File: src/rtl/arb_pkg.sv
package arb_pkg;
    typedef enum logic [2:0] {
        CMD_NONE  = 3'd0,
        CMD_READ  = 3'd1,
        CMD_READX = 3'd2,
        CMD_UPGR  = 3'd3,
        CMD_WRITE = 3'd4
    } cmd_e;

    localparam int G_MISS = 0;
    localparam int G_WB   = 1;
    localparam int G_PF   = 2;
    localparam int GNT_W  = 3;

    localparam int A_WR   = 0;
    localparam int A_LV   = 1;
    localparam int A_EX   = 2;
    localparam int ATTR_W = 3;
endpackage

File: src/rtl/arb_overlap.sv
module arb_overlap #(
    parameter int ADDR_W = 16,
    parameter int SIZE_W = 7
) (
    input  logic [ADDR_W-1:0] a_addr,
    input  logic [SIZE_W-1:0] a_size,
    input  logic [ADDR_W-1:0] b_addr,
    input  logic [SIZE_W-1:0] b_size,
    output logic              hit
);
    localparam int EW  = ADDR_W + 1;
    localparam int PAD = EW - SIZE_W;

    logic [EW-1:0] a_lo, b_lo, a_hi, b_hi;

    always_comb begin
        a_lo = {1'b0, a_addr};
        b_lo = {1'b0, b_addr};
        a_hi = a_lo + {{PAD{1'b0}}, a_size};
        b_hi = b_lo + {{PAD{1'b0}}, b_size};
        hit  = (a_size != '0) && (b_size != '0) && (a_lo < b_hi) && (b_lo < a_hi);
    end
endmodule

File: src/rtl/arb_pick.sv
module arb_pick
    import arb_pkg::*;
#(
    parameter int IDX_W  = 3,
    parameter int ORD_W  = 8,
    parameter int BUSY_W = 3
) (
    input  logic              miss_vld,
    input  logic [IDX_W-1:0]  miss_idx,
    input  logic [ORD_W-1:0]  miss_ord,
    input  logic [ATTR_W-1:0] miss_attr,
    input  logic              wb_vld,
    input  logic [IDX_W-1:0]  wb_idx,
    input  logic [ORD_W-1:0]  wb_ord,
    input  logic              wb_full,
    input  logic [BUSY_W-1:0] wb_busy,
    input  logic              mhit_vld,
    input  logic              mhit_ovl,
    input  logic [IDX_W-1:0]  mhit_idx,
    input  logic [ORD_W-1:0]  mhit_ord,
    input  logic [ATTR_W-1:0] mhit_attr,
    input  logic              whit_vld,
    input  logic              whit_ovl,
    input  logic [IDX_W-1:0]  whit_idx,
    input  logic              mq_full,
    input  logic              pf_vld,
    input  logic [IDX_W-1:0]  pf_idx,
    input  logic [ATTR_W-1:0] pf_attr,
    output logic [GNT_W-1:0]  sel_gnt,
    output logic [IDX_W-1:0]  sel_idx,
    output logic [ATTR_W-1:0] sel_attr
);
    logic wr_prio, miss_first, wb_first;

    always_comb begin
        wr_prio    = wb_full && (wb_busy == '0);
        miss_first = mhit_vld && mhit_ovl && (mhit_ord < wb_ord);
        wb_first   = whit_vld && whit_ovl;
        sel_gnt    = '0;
        sel_idx    = '0;
        sel_attr   = '0;
        if (miss_vld && !wb_vld) begin
            sel_gnt[G_MISS] = 1'b1;
            sel_idx         = miss_idx;
            sel_attr        = miss_attr;
        end else if (wb_vld && !miss_vld) begin
            sel_gnt[G_WB] = 1'b1;
            sel_idx       = wb_idx;
        end else if (wb_vld && miss_vld) begin
            if (wr_prio) begin
                if (miss_first) begin
                    sel_gnt[G_MISS] = 1'b1;
                    sel_idx         = mhit_idx;
                    sel_attr        = mhit_attr;
                end else begin
                    sel_gnt[G_WB] = 1'b1;
                    sel_idx       = wb_idx;
                end
            end else if (wb_first) begin
                sel_gnt[G_WB] = 1'b1;
                sel_idx       = whit_idx;
            end else begin
                sel_gnt[G_MISS] = 1'b1;
                sel_idx         = miss_idx;
                sel_attr        = miss_attr;
            end
        end else if (pf_vld && !mq_full) begin
            sel_gnt[G_PF] = 1'b1;
            sel_idx       = pf_idx;
            sel_attr      = pf_attr;
        end
    end

    logic unused_ord;
    assign unused_ord = ^miss_ord;
endmodule

File: src/rtl/arb_fill_cmd.sv
module arb_fill_cmd
    import arb_pkg::*;
(
    input  logic [GNT_W-1:0]  gnt,
    input  logic [ATTR_W-1:0] attr,
    output cmd_e              cmd
);
    always_comb begin
        if (gnt[G_WB]) begin
            cmd = CMD_WRITE;
        end else if (gnt[G_MISS] || gnt[G_PF]) begin
            if (attr[A_LV] && !attr[A_WR]) cmd = CMD_UPGR;
            else if (attr[A_EX])           cmd = CMD_READX;
            else                           cmd = CMD_READ;
        end else begin
            cmd = CMD_NONE;
        end
    end
endmodule

File: src/rtl/arb_issue.sv
module arb_issue
    import arb_pkg::*;
#(
    parameter int IDX_W  = 3,
    parameter int ADDR_W = 16,
    parameter int SIZE_W = 7,
    parameter int ORD_W  = 8,
    parameter int BUSY_W = 3
) (
    input  logic              clk,
    input  logic              rst_n,
    input  logic              miss_vld,
    input  logic [IDX_W-1:0]  miss_idx,
    input  logic [ADDR_W-1:0] miss_addr,
    input  logic [SIZE_W-1:0] miss_size,
    input  logic [ORD_W-1:0]  miss_ord,
    input  logic [2:0]        miss_attr,
    input  logic              wb_vld,
    input  logic [IDX_W-1:0]  wb_idx,
    input  logic [ADDR_W-1:0] wb_addr,
    input  logic [SIZE_W-1:0] wb_size,
    input  logic [ORD_W-1:0]  wb_ord,
    input  logic              wb_full,
    input  logic [BUSY_W-1:0] wb_busy,
    input  logic              mhit_vld,
    input  logic [IDX_W-1:0]  mhit_idx,
    input  logic [ADDR_W-1:0] mhit_addr,
    input  logic [SIZE_W-1:0] mhit_size,
    input  logic [ORD_W-1:0]  mhit_ord,
    input  logic [2:0]        mhit_attr,
    input  logic              whit_vld,
    input  logic [IDX_W-1:0]  whit_idx,
    input  logic [ADDR_W-1:0] whit_addr,
    input  logic [SIZE_W-1:0] whit_size,
    input  logic              mq_full,
    input  logic              pf_vld,
    input  logic [IDX_W-1:0]  pf_idx,
    input  logic [2:0]        pf_attr,
    output logic [2:0]        gnt_o,
    output logic [IDX_W-1:0]  gidx_o,
    output logic [2:0]        gnt_q,
    output logic [IDX_W-1:0]  gidx_q,
    output logic [2:0]        cmd_q,
    output logic              breq_q
);
    typedef struct packed {
        logic [GNT_W-1:0] gnt;
        logic [IDX_W-1:0] idx;
        cmd_e             cmd;
        logic             breq;
    } st_t;

    st_t st_d, st_q;

    logic              mhit_ovl, whit_ovl;
    logic [GNT_W-1:0]  sel_gnt;
    logic [IDX_W-1:0]  sel_idx;
    logic [ATTR_W-1:0] sel_attr;
    cmd_e              sel_cmd;

    // clash checks for the two search results
    arb_overlap #(.ADDR_W(ADDR_W), .SIZE_W(SIZE_W)) u_ovl_m (
        .a_addr(mhit_addr), .a_size(mhit_size),
        .b_addr(wb_addr),   .b_size(wb_size),
        .hit(mhit_ovl)
    );
    arb_overlap #(.ADDR_W(ADDR_W), .SIZE_W(SIZE_W)) u_ovl_w (
        .a_addr(whit_addr), .a_size(whit_size),
        .b_addr(miss_addr), .b_size(miss_size),
        .hit(whit_ovl)
    );

    arb_pick #(.IDX_W(IDX_W), .ORD_W(ORD_W), .BUSY_W(BUSY_W)) u_pick (
        .miss_vld(miss_vld), .miss_idx(miss_idx), .miss_ord(miss_ord), .miss_attr(miss_attr),
        .wb_vld(wb_vld), .wb_idx(wb_idx), .wb_ord(wb_ord),
        .wb_full(wb_full), .wb_busy(wb_busy),
        .mhit_vld(mhit_vld), .mhit_ovl(mhit_ovl), .mhit_idx(mhit_idx),
        .mhit_ord(mhit_ord), .mhit_attr(mhit_attr),
        .whit_vld(whit_vld), .whit_ovl(whit_ovl), .whit_idx(whit_idx),
        .mq_full(mq_full), .pf_vld(pf_vld), .pf_idx(pf_idx), .pf_attr(pf_attr),
        .sel_gnt(sel_gnt), .sel_idx(sel_idx), .sel_attr(sel_attr)
    );

    arb_fill_cmd u_cmd (
        .gnt(sel_gnt), .attr(sel_attr), .cmd(sel_cmd)
    );

    always_comb begin
        st_d      = st_q;
        st_d.gnt  = sel_gnt;
        st_d.idx  = sel_idx;
        st_d.cmd  = sel_cmd;
        st_d.breq = sel_gnt[G_MISS] || sel_gnt[G_WB];
    end

    always_ff @(posedge clk or negedge rst_n) begin
        if (!rst_n) begin
            st_q <= '{gnt: '0, idx: '0, cmd: CMD_NONE, breq: 1'b0};
        end else begin
            st_q <= st_d;
        end
    end

    assign gnt_o  = sel_gnt;
    assign gidx_o = sel_idx;
    assign gnt_q  = st_q.gnt;
    assign gidx_q = st_q.idx;
    assign cmd_q  = st_q.cmd;
    assign breq_q = st_q.breq;

    a_r1_onehot_grant: assert property (@(posedge clk) disable iff (!rst_n)
        $onehot0(gnt_o));

    a_r7_no_pf_when_full: assert property (@(posedge clk) disable iff (!rst_n)
        mq_full |-> !gnt_o[G_PF]);

    a_r7_no_pf_when_busy: assert property (@(posedge clk) disable iff (!rst_n)
        (miss_vld || wb_vld) |-> !gnt_o[G_PF]);

    a_r8_idle_zero: assert property (@(posedge clk) disable iff (!rst_n)
        !(miss_vld || wb_vld || pf_vld) |-> (gnt_o == '0));

    a_r10_reg_follow: assert property (@(posedge clk) disable iff (!rst_n)
        $past(rst_n) |-> (gnt_q == $past(gnt_o)) && (gidx_q == $past(gidx_o)));

    a_r9_write_cmd: assert property (@(posedge clk) disable iff (!rst_n)
        gnt_q[G_WB] |-> (cmd_q == CMD_WRITE));

    a_r10_pf_no_req: assert property (@(posedge clk) disable iff (!rst_n)
        gnt_q[G_PF] |-> !breq_q);
endmodule

File: config.mk
export PLATFORM = sky130hd
export DESIGN_NAME = arb_issue
export DESIGN_NICKNAME = d
export VERILOG_FILES = /design/src/rtl/arb_pkg.sv /design/src/rtl/arb_overlap.sv /design/src/rtl/arb_pick.sv /design/src/rtl/arb_fill_cmd.sv /design/src/rtl/arb_issue.sv
export SDC_FILE = /design/constraint.sdc
export NUM_CORES = 1
export LEC_CHECK = 0
export ABC_AREA = 1
export BUFFER_PORTS_ARGS = -buffer_cell sky130_fd_sc_hd__buf_4
export CAP_MARGIN = 20
export CORE_ASPECT_RATIO = 1.2
export CORE_MARGIN = 2
export CORE_UTILIZATION = 35
export DETAILED_ROUTE_END_ITERATION = 10
export GPL_ROUTABILITY_DRIVEN = 0
export GPL_TIMING_DRIVEN = 0
export SYNTH_ARGS = -nofsm -noshare
export SYNTH_HDL_FRONTEND = slang
export SYNTH_SLANG_ARGS = --single-unit
File: constraint.sdc
create_clock -name clk -period 4.9 [get_ports clk]
set_clock_uncertainty 0.1 [all_clocks]
set_input_delay 0.245 -clock clk [delete_from_list [all_inputs] [get_ports clk]]
set_output_delay 0.245 -clock clk [all_outputs]
set_load 0.02 [all_outputs]
Word-level counts from Yosys, hierarchy flattened
Cells that the tools add are included.

Register bits after elaboration: 10. Word-level logic and storage cells: 70.

Add/sub/neg operators: 4. Magnitude comparators: 5. Muxes and demuxes: 31. Reduce and logical (&&, ||, !) cells: 26.

Operator list (number): $add 16x7->17 (4); $lt 16x17->1 (4); $mux 3 (17); $reduce_bool 7->1 (4); $logic_and 1x1->1 (15); $mux 1 (10); $lt 8x8->1 (1); $mux 2 (4); $logic_not 1->1 (4); $logic_not 3->1 (1); $logic_or 1x1->1 (2).

Longest topological paths before layout
Gate-level depths: netlist (run 1).

Word-level depth: 16. Mapped depth: 31. Mapped depth without buffers: 31.

Modules after synthesis
From an unflattened synthesis (run 1), not the netlist that was laid out.

Cells, all modules: 655. Area total of the unflattened synthesis: 4376.7 um^2.

By module, submodules not included: arb_overlap at u_ovl_w (instances 1, cells each 254, area an instance 1727.9 um^2); arb_overlap at u_ovl_m (instances 1, cells each 259, area an instance 1706.6 um^2); arb_pick (instances 1, cells each 121, area an instance 640.6 um^2); arb_issue (instances 1, cells each 13, area an instance 261.5 um^2); arb_fill_cmd (instances 1, cells each 8, area an instance 40.0 um^2).

Worst setup path after synthesis (run 1)
Ideal clock, no wire load.

Path type: in2out. Start point: in miss_addr[0]. End point: out gidx_o[0]. Arrival time: 3277 ps. Path slack: 1278 ps. Stages: 24. Cell sequence: ha_1 > inv_1 > fa_1 > inv_1 > nand3_1 > nand2_1 > nand2_1 > nand2_2 > nand3_1 > nor3_1 > nand3_1 > xor2_1 > ha_1 > a21o_1 > nand3_1 > nand2_1 > nor2_2 > nand4_2 > nor2_1 > o21ai_0 > o21ai_1 > nand2_1 > a21oi_1 > buf_4.

RTL lines: start, declared (line arb_issue.sv:14) `input logic [ADDR_W-1:0] miss_addr,`; end, declared (line arb_issue.sv:40) `output logic [IDX_W-1:0] gidx_o,`.

==> results of run 1 <==
## repair_timing
item	4_1_cts	5_1_grt
hold buffers	1	0
gates resized for setup	0	3
hold endpoints to repair	9	0
endpoints found under the setup margin	0	3
## area by class of cell
class	count	area (µm²)	area share, %
multi-input cells	536	3670	64.0
repair buffers	160	1200	21.0
plain buffers	8	57.6	1.00
flip-flops and latches	9	225	3.93
clock buffers	4	78.8	1.37
well taps	161	201	3.51
inverters	80	300	5.24
## registers in the layout, indices dropped and copies added, names as in the netlist
name	cells
cmd_q	2
gidx_q	3
gnt_q	3
breq_q	1
## report_power, final
group	internal [mW]	switching (mW)
registers	0.0823	0.00259
logic	0.277	0.313
clock network	0.108	0.0315
total	0.467	0.347
## layer usage
layer	GRT usage, %	vias to the layer above	routed length, µm
met5	0	-	0
met1	21.1	2062	5000
met3	1.73	22	490
li1	-	2449	-
met4	4.37	0	244
met2	36.4	124	6510
## cells by family after synthesis
logic type / count (synthesis)
xor+xnor: 55
fa+ha+maj: 99
flops: 9
simple gates: 290
compound gates: 92
buf+inv: 88
## placed cells by master (no fill, tap or decap), types with 7 or more instances in the layout
master    netlist  final
nand3_1        31     31
nand2_1       124    124
xor2_1         33     33
dfrtp_1         9      9
nor2_1         61     59
o21ai_0        11     11
nor2_2          6      8
nand2_2        11     11
nor3_1         17     17
o21ai_1         8      8
xnor2_1        22     22
ha_1           95     95
nand4_1        15     15
a211oi_1        7      7
inv_1          75     75
a21oi_1        44     43
buf_4           7    166
## metrics by stage
stage	instances	utilization, %	hold slack [ns]
6_report	958	48.0	0.168
5_1_grt	958	48.0	0.185
4_1_cts	958	47.9	0.168
3_5_place_dp	953	47.2	-0.0311
3_3_place_gp	953	47.2	-0.0316
2_1_floorplan	633	-	-0.151
## how the worst max path moves through the flow
stage | from | endpoint | slack, ns
finish | miss_addr[0] | gidx_o[1] | 0.48
global route | miss_addr[2] | gidx_o[2] | 0.07
CTS | miss_addr[2] | gidx_o[2] | 0.36
detailed placement | miss_addr[2] | gidx_o[2] | 0.37
global placement | miss_addr[2] | gidx_o[1] | 0.52
floorplan | miss_addr[0] | gidx_o[0] | 1.28
==> reports/results.txt, run 1 <==
The run finished with clean final reports. The share of synthesized area spent on multiplexers came out at 0%. The logs give 3.05 nW for the standby leakage power and 0 for the count of antenna-violating nets left after detailed routing. Yosys mapped the design onto 41 distinct sky130hd cell types.

The total CTS buffers was 3; the number of setup buffers added after CTS was 0. The synthesized netlist devotes 32.1% of its cell area to simple gates. Sequential elements use 5.31% of the synthesized area.

Of all flip-flops after synthesis, the portion carrying an async set or reset was 100%. The dominant delay contributor by cell family on the critical path is simple AND/OR/NAND/NOR gates. The worst pin sits at a relative slew slack of 66.6%. The final critical path takes up 90.2% of the cycle. In this run the worst hold path is classified as input port to flip-flop.

The first global-routing pass estimated 20,400 µm of wire. The initial antenna violation count is 0. The most instantiated library cell after synthesis is nand2_1. The synthesized netlist occupies a cell area of 4240 µm². Antenna diode count: 0. The die width is 105 µm, and the maximum fanout encountered on the critical timing path is 5. For the data required time of the worst path, the log shows 4.55 ns.

Setup total negative slack on the finished layout was measured at 0 ns. By count the netlist is led by 124 x nand2_1, 95 x ha_1, 75 x inv_1. The number of max-capacitance violations reported came out at 0. STA classifies the critical path startpoint as an input port. The synthesized design contains 0 enable-type register cells.

The critical path buffer and inverter count works out to 5. The critical path's slowest cell was fa_1. A synthesized cell averages 6.70 µm². Slew at the pin closest to its max-slew limit: 0.497 ns.

The largest area contributor in the synthesized netlist was ha_1. Global routing used 18.5% of the available tracks. Using the TritonRoute via totals, the vias-per-cell ratio works out to 4.86. Area share of the leading cell type in the synthesized netlist: 28.0%.

STA classifies the critical path endpoint as an output port. The clock sink count is 9. Counting I/O delays and the setup requirement, the final critical path takes 4.42 ns.

The highest achievable clock rate was 226 MHz; the cell area after placement was 5640 µm². The die covers 13,000 µm². The post-synthesis to final-layout area growth was 35.2%.

The count of input and output buffers was 159. The area fraction in compound gates after synthesis is 12.9%, and the core box area is 11,900 µm². After routing the design area is 5740 µm². The HPWL after detailed placement is 11,300 µm. For the synthesized instance count, the log shows 633. The H-tree depth is 1, and the flip-flop and latch count after synthesis is 9.

The final routed wire length divided by cell count is 12.8 µm. The cell depth of the worst hold path was 3. Before CTS, the worst setup slack after placement is 0.370 ns.

The detailed router finished its first iteration with 80 violations. The tools report the number of pins with negative max-slew slack in the final report as 0. The arrival time reported for the critical path endpoint is 4.07 ns. Cells with a size suffix above 1 make up 27.0% of the layout. Among all flip-flop cells after synthesis, the most frequent one is dfrtp_1. The buffer levels on the longest clock path is 2. The height of the die works out to 125 µm.

Global routing finished with a remaining overflow of 0. The XOR/XNOR share of the synthesized area was 11.4%. Counting buffers and inverters, the worst setup path is 26 cells deep.

The number of search-and-repair iterations in the first detailed-routing pass was 4; the total number of yosys warnings was 0. Critical path class: input port to output port. Entering global routing, the biggest net connects 11 pins. During I/O placement, the number of pins put on the boundary was 168.

Power spread over the standard cell area amounts to 142 nW/µm². For the final hold violation count, the log shows 0. The tree is rooted in a clkbuf_16. For this run, the slowest stage of the critical path takes 0.39 ns. TritonCTS built the clock tree. Fill cells in the final layout number 1,223. Summing internal, switching and leakage power gives 0.814 mW. By area the synthesized netlist is led by ha_1 28%, nand2_1 11%, xor2_1 6.8%, inv_1 6.6%, nor2_1 5.4%. The tools report the effective utilization at floorplan as 35.5%. The worst-case IR drop observed on VDD is 0.0951 mV. The startpoint of the worst hold path was wb_vld. The clock-pin transition on the worst setup and hold timing paths works out to 0.04 ns. The DRC violations left was 0. When the netlist entered floorplanning its net count stood at 884. At the end of the flow, the number of nets in the layout was 1,049. Endpoint with the worst hold slack: breq_q. Setup repair after global routing left no endpoint under its margin.

The final routed wirelength across all metal layers is 12,200 µm, and the via count of the first global-routing pass is 4,668. The detailed router placed 4,657 vias in this run. The largest family of logic cells by synthesized area is simple AND/OR/NAND/NOR gates. The worst path meets setup with 0.482 ns of slack. After floorplanning, the core was divided into 44 placement rows.

Setup violations remaining at the end of the flow were counted as 0. The synthesized netlist devotes 29.9% of its cell area to adder and majority cells.
Power figures use the tool's default switching activity.
==> run 2, diff against run 1 <==
Settings changed: CORE_UTILIZATION 35 to 51, PLACE_DENSITY set to 0.83.
==> reports/results.txt, run 2 (same netlist as run 1, synthesis figures left out) <==
Via total after detailed routing: 4,808 (+3.2%). Via density per instance: 5.39 (+11%). Power density normalized to cell area: 135 nW/µm² (-4.8%). The clock-pin transition on the worst setup and hold timing paths is 0.04 ns (about the same), and the number of max-capacitance violations reported is 0 (unchanged). The final-layout setup total negative slack was 0 ns (unchanged); the number of primary I/O pins was 168 (unchanged).

The effective utilization at floorplan came out at 52.3% (+17 points). The final hold violation count was 0 (unchanged); the clock sink count was 9 (unchanged). The die footprint is 9070 µm² (-30%), and the overflow left after global routing is 0 (unchanged). The tools report the standby leakage power as 3.04 nW (-0.51%).

The run gives 0 (unchanged) as the final setup violation count. The first-pass GRT wire length is 19,700 µm (-3.8%), and the part of the cycle the worst path needs is 89.6% (-0.54 points). For the H-tree depth, the log shows 1 (unchanged). The clock tree root driver cell was clkbuf_8. The logs give 3 (unchanged) for the total CTS buffers and 699 (-43%) for the final-layout fill cell count. For the maximum number of pins on one net before global-route repair, the log shows 11 (unchanged).

The cell area after placement was 5560 µm² (-1.5%). The slew at the pin closest to its max-slew limit is 0.421 ns (-0.0761 ns). The final routed wire length divided by cell count came out at 13.1 µm (+2.8%).

The run gives 1,049 (unchanged) as the net count of the finished layout. The buffer levels on the longest clock path was 2 (unchanged). The flow ran to the end, and the final reports show no timing, DRC or antenna violations. The tools report the headroom to the max-slew limit as 71.9% (+5.4 points).

The worst ir drop on vdd is 0.0974 mV (+2.5%). For the data required time of the worst path, the log shows 4.55 ns (about the same). Half-perimeter wire length after detailed placement: 10,600 µm (-5.7%). The tools report the number of DRC markers in iteration 0 as 128 (+60%). The height of the die is 104 µm (-17%), and the count of input and output buffers is 159 (unchanged).

The tools report the overall track demand over capacity in global routing as 25.6% (+7.1 points). STA classifies the critical path startpoint as an input port. The via count of the first global-routing pass was 4,817 (+3.2%). The die width was 87.3 µm (-17%). The core box area is 8110 µm² (-32%), and the final routed wirelength across all metal layers is 11,700 µm (-4.3%). The share of final-layout standard cells stronger than drive strength 1 is 26.7% (-0.25 points), and the count of antenna-violating nets left after detailed routing is 0 (unchanged). For the antenna diode count, the log shows 0 (unchanged). The maximum fanout encountered on the critical timing path was 5 (unchanged); the time the worst path needs with I/O delays and setup was 4.39 ns (-0.0266 ns). The area growth from synthesis to layout is 32.3%. The most common library cell in the layout ignoring fill and taps is buf_4. The top cell types in the final layout, fill and taps aside, are 166 x buf_4, 124 x nand2_1, 95 x ha_1.

The arrival time reported for the critical path endpoint is 4.05 ns (-0.02 ns). The type of element capturing the critical path was an output port. The initial antenna violation count was 0 (unchanged).

TritonCTS built the clock tree. The number of search-and-repair iterations in the first detailed-routing pass was 4 (unchanged). The setup path with the least slack is of type input port to output port. Setup repair after global routing left no endpoint under its margin. The run gives 0 (unchanged) as the number of pins with negative max-slew slack in the final report. The logs give 228 MHz (+0.60%) for the highest achievable clock rate and 5610 µm² (-2.1%) for the area of all placed cells without fillers. The worst min-delay path category was input port to flip-flop. The logs give 36 (-18%) for the placement row count and 0 (unchanged) for the DRC violations left.
## run 2: where the power goes
part           internal [mW]  switching (mW)  leakage, nW
sequential            0.0821         0.00252        0.107
clock                 0.0565          0.0274       0.0228
combinational          0.278           0.313         2.91
## run 2: final cells by class
type	count	area (µm²)	share of cell area (%)
multi-input cells	536	3660	65.2
repair buffers	160	1200	21.4
inverters	80	300	5.35
flip-flops and latches	9	225	4.01
well taps	95	119	2.12
plain buffers	8	57.6	1.03
clock buffers	4	45.0	0.802
## run 2: final timing paths
check | from | to | slack, ns | depth (start not counted)
max in group asynchronous | rst_n | cmd_q[1] | 4.29 | 2
worst max-delay path | miss_addr[2] | gidx_o[1] | 0.51 | 28
min in group asynchronous | rst_n | gnt_q[2] | 0.28 | 2
worst min-delay path | wb_vld | breq_q | 0.17 | 3
## run 2: what timing repair did
action,4_1_cts,5_1_grt
setup buffers,0,0
endpoints found under the hold margin,9,0
setup endpoints to repair,0,2
hold buffers,1,0
gates resized for setup,0,1
## run 2: routing by layer
metal	vias to the layer above	GRT usage, %	wire length [µm]
met4	0	7.69	300
met3	24	1.67	520
met5	-	0	0
met1	2176	28.1	4530
met2	157	50.3	6370
li1	2451	-	-
## run 2: per-stage QoR
step	cells	hold WS [ns]	power, mW	utilization (%)	setup WS, ns
2_1_floorplan	633	-0.151	0.453	-	1.28
3_3_place_gp	887	-0.0334	0.650	68.5	0.604
3_5_place_dp	887	-0.0281	0.673	68.5	0.428
4_1_cts	892	0.165	0.761	69.2	0.414
5_1_grt	892	0.195	0.843	69.2	0.0196
6_report	892	0.172	0.759	69.2	0.509
## run 2: critical path: stages
cell,delay [ns]
buf_4,0.12
ha_1,0.34
nand3_1,0.09
nand2_1,0.11
a21oi_1,0.09
o21bai_2,0.17
a21oi_1,0.10
o21bai_1,0.19
nand2_1,0.09
nor2_2,0.12
nand2_1,0.07
nor2_1,0.22
nand3_1,0.14
xor2_1,0.17
ha_1,0.28
nand2_1,0.07
inv_1,0.04
nand3_1,0.10
nor2_1,0.06
nor2_2,0.14
nand4_2,0.19
nor2_2,0.17
o21ai_0,0.09
o21ai_1,0.13
nand2_1,0.06
a21oi_1,0.20
buf_4,0.14
buf_4,0.12
==> run 3, diff against run 2 <==
Settings changed: REMOVE_ABC_BUFFERS set to 1.
==> reports/results.txt, run 3 (same netlist as run 1, synthesis figures left out) <==
The die width is 87.3 µm (unchanged), and the number of DRC markers in iteration 0 is 141 (+10%). The overflow left after global routing came out at 0 (unchanged). Leaving out fill and tap cells, the most frequent cell in the layout is buf_4.

The area of all placed cells without fillers is 5550 µm² (-1.1%), and the H-tree depth is 1 (unchanged). The final routed wire length divided by cell count works out to 13.6 µm (+3.8%). The run finished with clean final reports. The core box area is 8110 µm² (unchanged), and the number of pins with negative max-slew slack in the final report is 0 (unchanged).

The tools report the placement-stage worst setup slack as 0.515 ns (+0.0864 ns). For the highest achievable clock rate, the log shows 228 MHz (about the same). The tools report the type of element capturing the critical path as an output port. The logs give 4,764 (-0.92%) for the via total after detailed routing and 0 (unchanged) for the count of antenna-violating nets left after detailed routing.

In this design, the critical path's most frequently occurring cell is nand2_1. The final-layout worst hold slack was 0.197 ns (+0.0247 ns); the antenna diode count was 0 (unchanged). The net count of the finished layout is 1,041 (-0.76%). Final hold violation count: 0 (unchanged). The overall power consumption is 0.754 mW (-0.70%), and the slew at the pin closest to its max-slew limit is 0.416 ns (-0.00433 ns). Via count of the first global-routing pass: 4,904 (+1.8%). The total instance count after detailed placement was 879 (-0.90%). The run gives 3 (unchanged) as the total CTS buffers. Critical path class: input port to output port. The run gives 26.4% (+0.80 points) as the overall track demand over capacity in global routing. For the placement row count, the log shows 36 (unchanged). The buffer levels on the longest clock path is 2 (unchanged), and the part of the cycle the worst path needs is 89.7% (about the same). Maximum single-stage delay on the critical path: 0.35 ns (about the same). The clock-pin transition on the worst setup and hold timing paths is 0.05 ns (about the same), and the via density per instance is 5.39 (about the same). The standby leakage power was 3.00 nW (-1.2%). The number of search-and-repair iterations in the first detailed-routing pass was 4 (unchanged); the number of setup buffers added after CTS was 0 (unchanged). STA classifies the critical path startpoint as an input port. The critical path buffer and inverter count works out to 3 (-1). The time the worst path needs with I/O delays and setup came out at 4.39 ns (+0.00328 ns). For the cell area after placement, the log shows 5500 µm² (-1.0%). The power density normalized to cell area came out at 136 nW/µm² (+0.37%). The run gives 12 (+1) as the maximum number of pins on one net before global-route repair.

The run gives 0 ns (unchanged) as the final-layout setup total negative slack. The worst ir drop on vdd was 0.0965 mV (-0.96%); the share of final-layout standard cells stronger than drive strength 1 was 25.9% (-0.87 points). The logs give 0 (unchanged) for the initial antenna violation count and 10,900 µm (+2.4%) for the half-perimeter wire length after detailed placement. The count of input and output buffers works out to 159 (unchanged). Clock tree synthesis selected as its root buffer the cell clkbuf_8. The arrival time reported for the critical path endpoint was 4.05 ns (about the same). The post-synthesis to final-layout area growth is 30.9%, and the data required time of the worst path is 4.55 ns (about the same). The final non-filler cell total came out at 884 (-0.90%). Leaving out fill and tap cells, the most frequent cells in the layout are 159 x buf_4, 124 x nand2_1, 95 x ha_1. The slowest stage of the critical path belongs to the cell ha_1. For the final setup violation count, the log shows 0 (unchanged).

First-pass GRT wire length: 20,300 µm (+3.4%). Setup repair after global routing left no endpoint under its margin. The final routed wirelength across all metal layers was 12,100 µm (+2.9%). The DRC violations left was 0 (unchanged).

The maximum fanout encountered on the critical timing path came out at 5 (unchanged). The height of the die was 104 µm (unchanged); the final standard cell utilization of the core was 68.5% (-0.74 points). The tightest min-delay check is of the input port to flip-flop type.

The final setup slack of the worst path came out at 0.506 ns (-0.00328 ns). The run gives 9070 µm² (unchanged) as the die footprint. TritonCTS built the clock tree. The number of max-capacitance violations reported was 0 (unchanged); the effective utilization at floorplan was 52.3% (unchanged). Among cell families on the critical path, the largest total delay comes from simple AND/OR/NAND/NOR gates. The number of primary I/O pins came out at 168 (unchanged). The run gives 72.2% (+0.29 points) as the headroom to the max-slew limit.

The clock sink count is 9 (unchanged).
[run 3: final cells by class]
type / count / area [µm²]
Tap cell: 95 / 119
Clock buffer: 4 / 45.0
Fill cell: 715 / 2550
Timing Repair Buffer: 160 / 1200
Inverter: 80 / 300
Multi-Input combinational cell: 536 / 3660
Sequential cell: 9 / 225
[run 3: worst paths after layout]
kind	end	depth (start not counted)	from
setup / recovery	gidx_o[1]	27	miss_addr[2]
hold / removal	breq_q	3	wb_vld
min in group asynchronous	breq_q	2	rst_n
max in group asynchronous	gidx_q[2]	2	rst_n
[run 3: metal layers]
| metal | GRT usage, % | part of all wire [%] | vias up |
|---|---|---|---|
| met2 | 54.0 | 56 | 144 |
| met1 | 28.7 | 39 | 2171 |
| met5 | 0 | 0 | - |
| met3 | 0.873 | 3.5 | 16 |
| li1 | - | - | 2433 |
| met4 | 5.27 | 1.8 | 0 |
[run 3: report_power, final]
group | switching [mW] | internal [mW]
logic | 0.314 | 0.271
clock network | 0.0278 | 0.0566
registers | 0.00237 | 0.0821
[run 3: repair_timing]
action	in CTS	in global routing
gates resized for setup	0	0
hold buffers	1	0
endpoints found under the hold margin	9	0
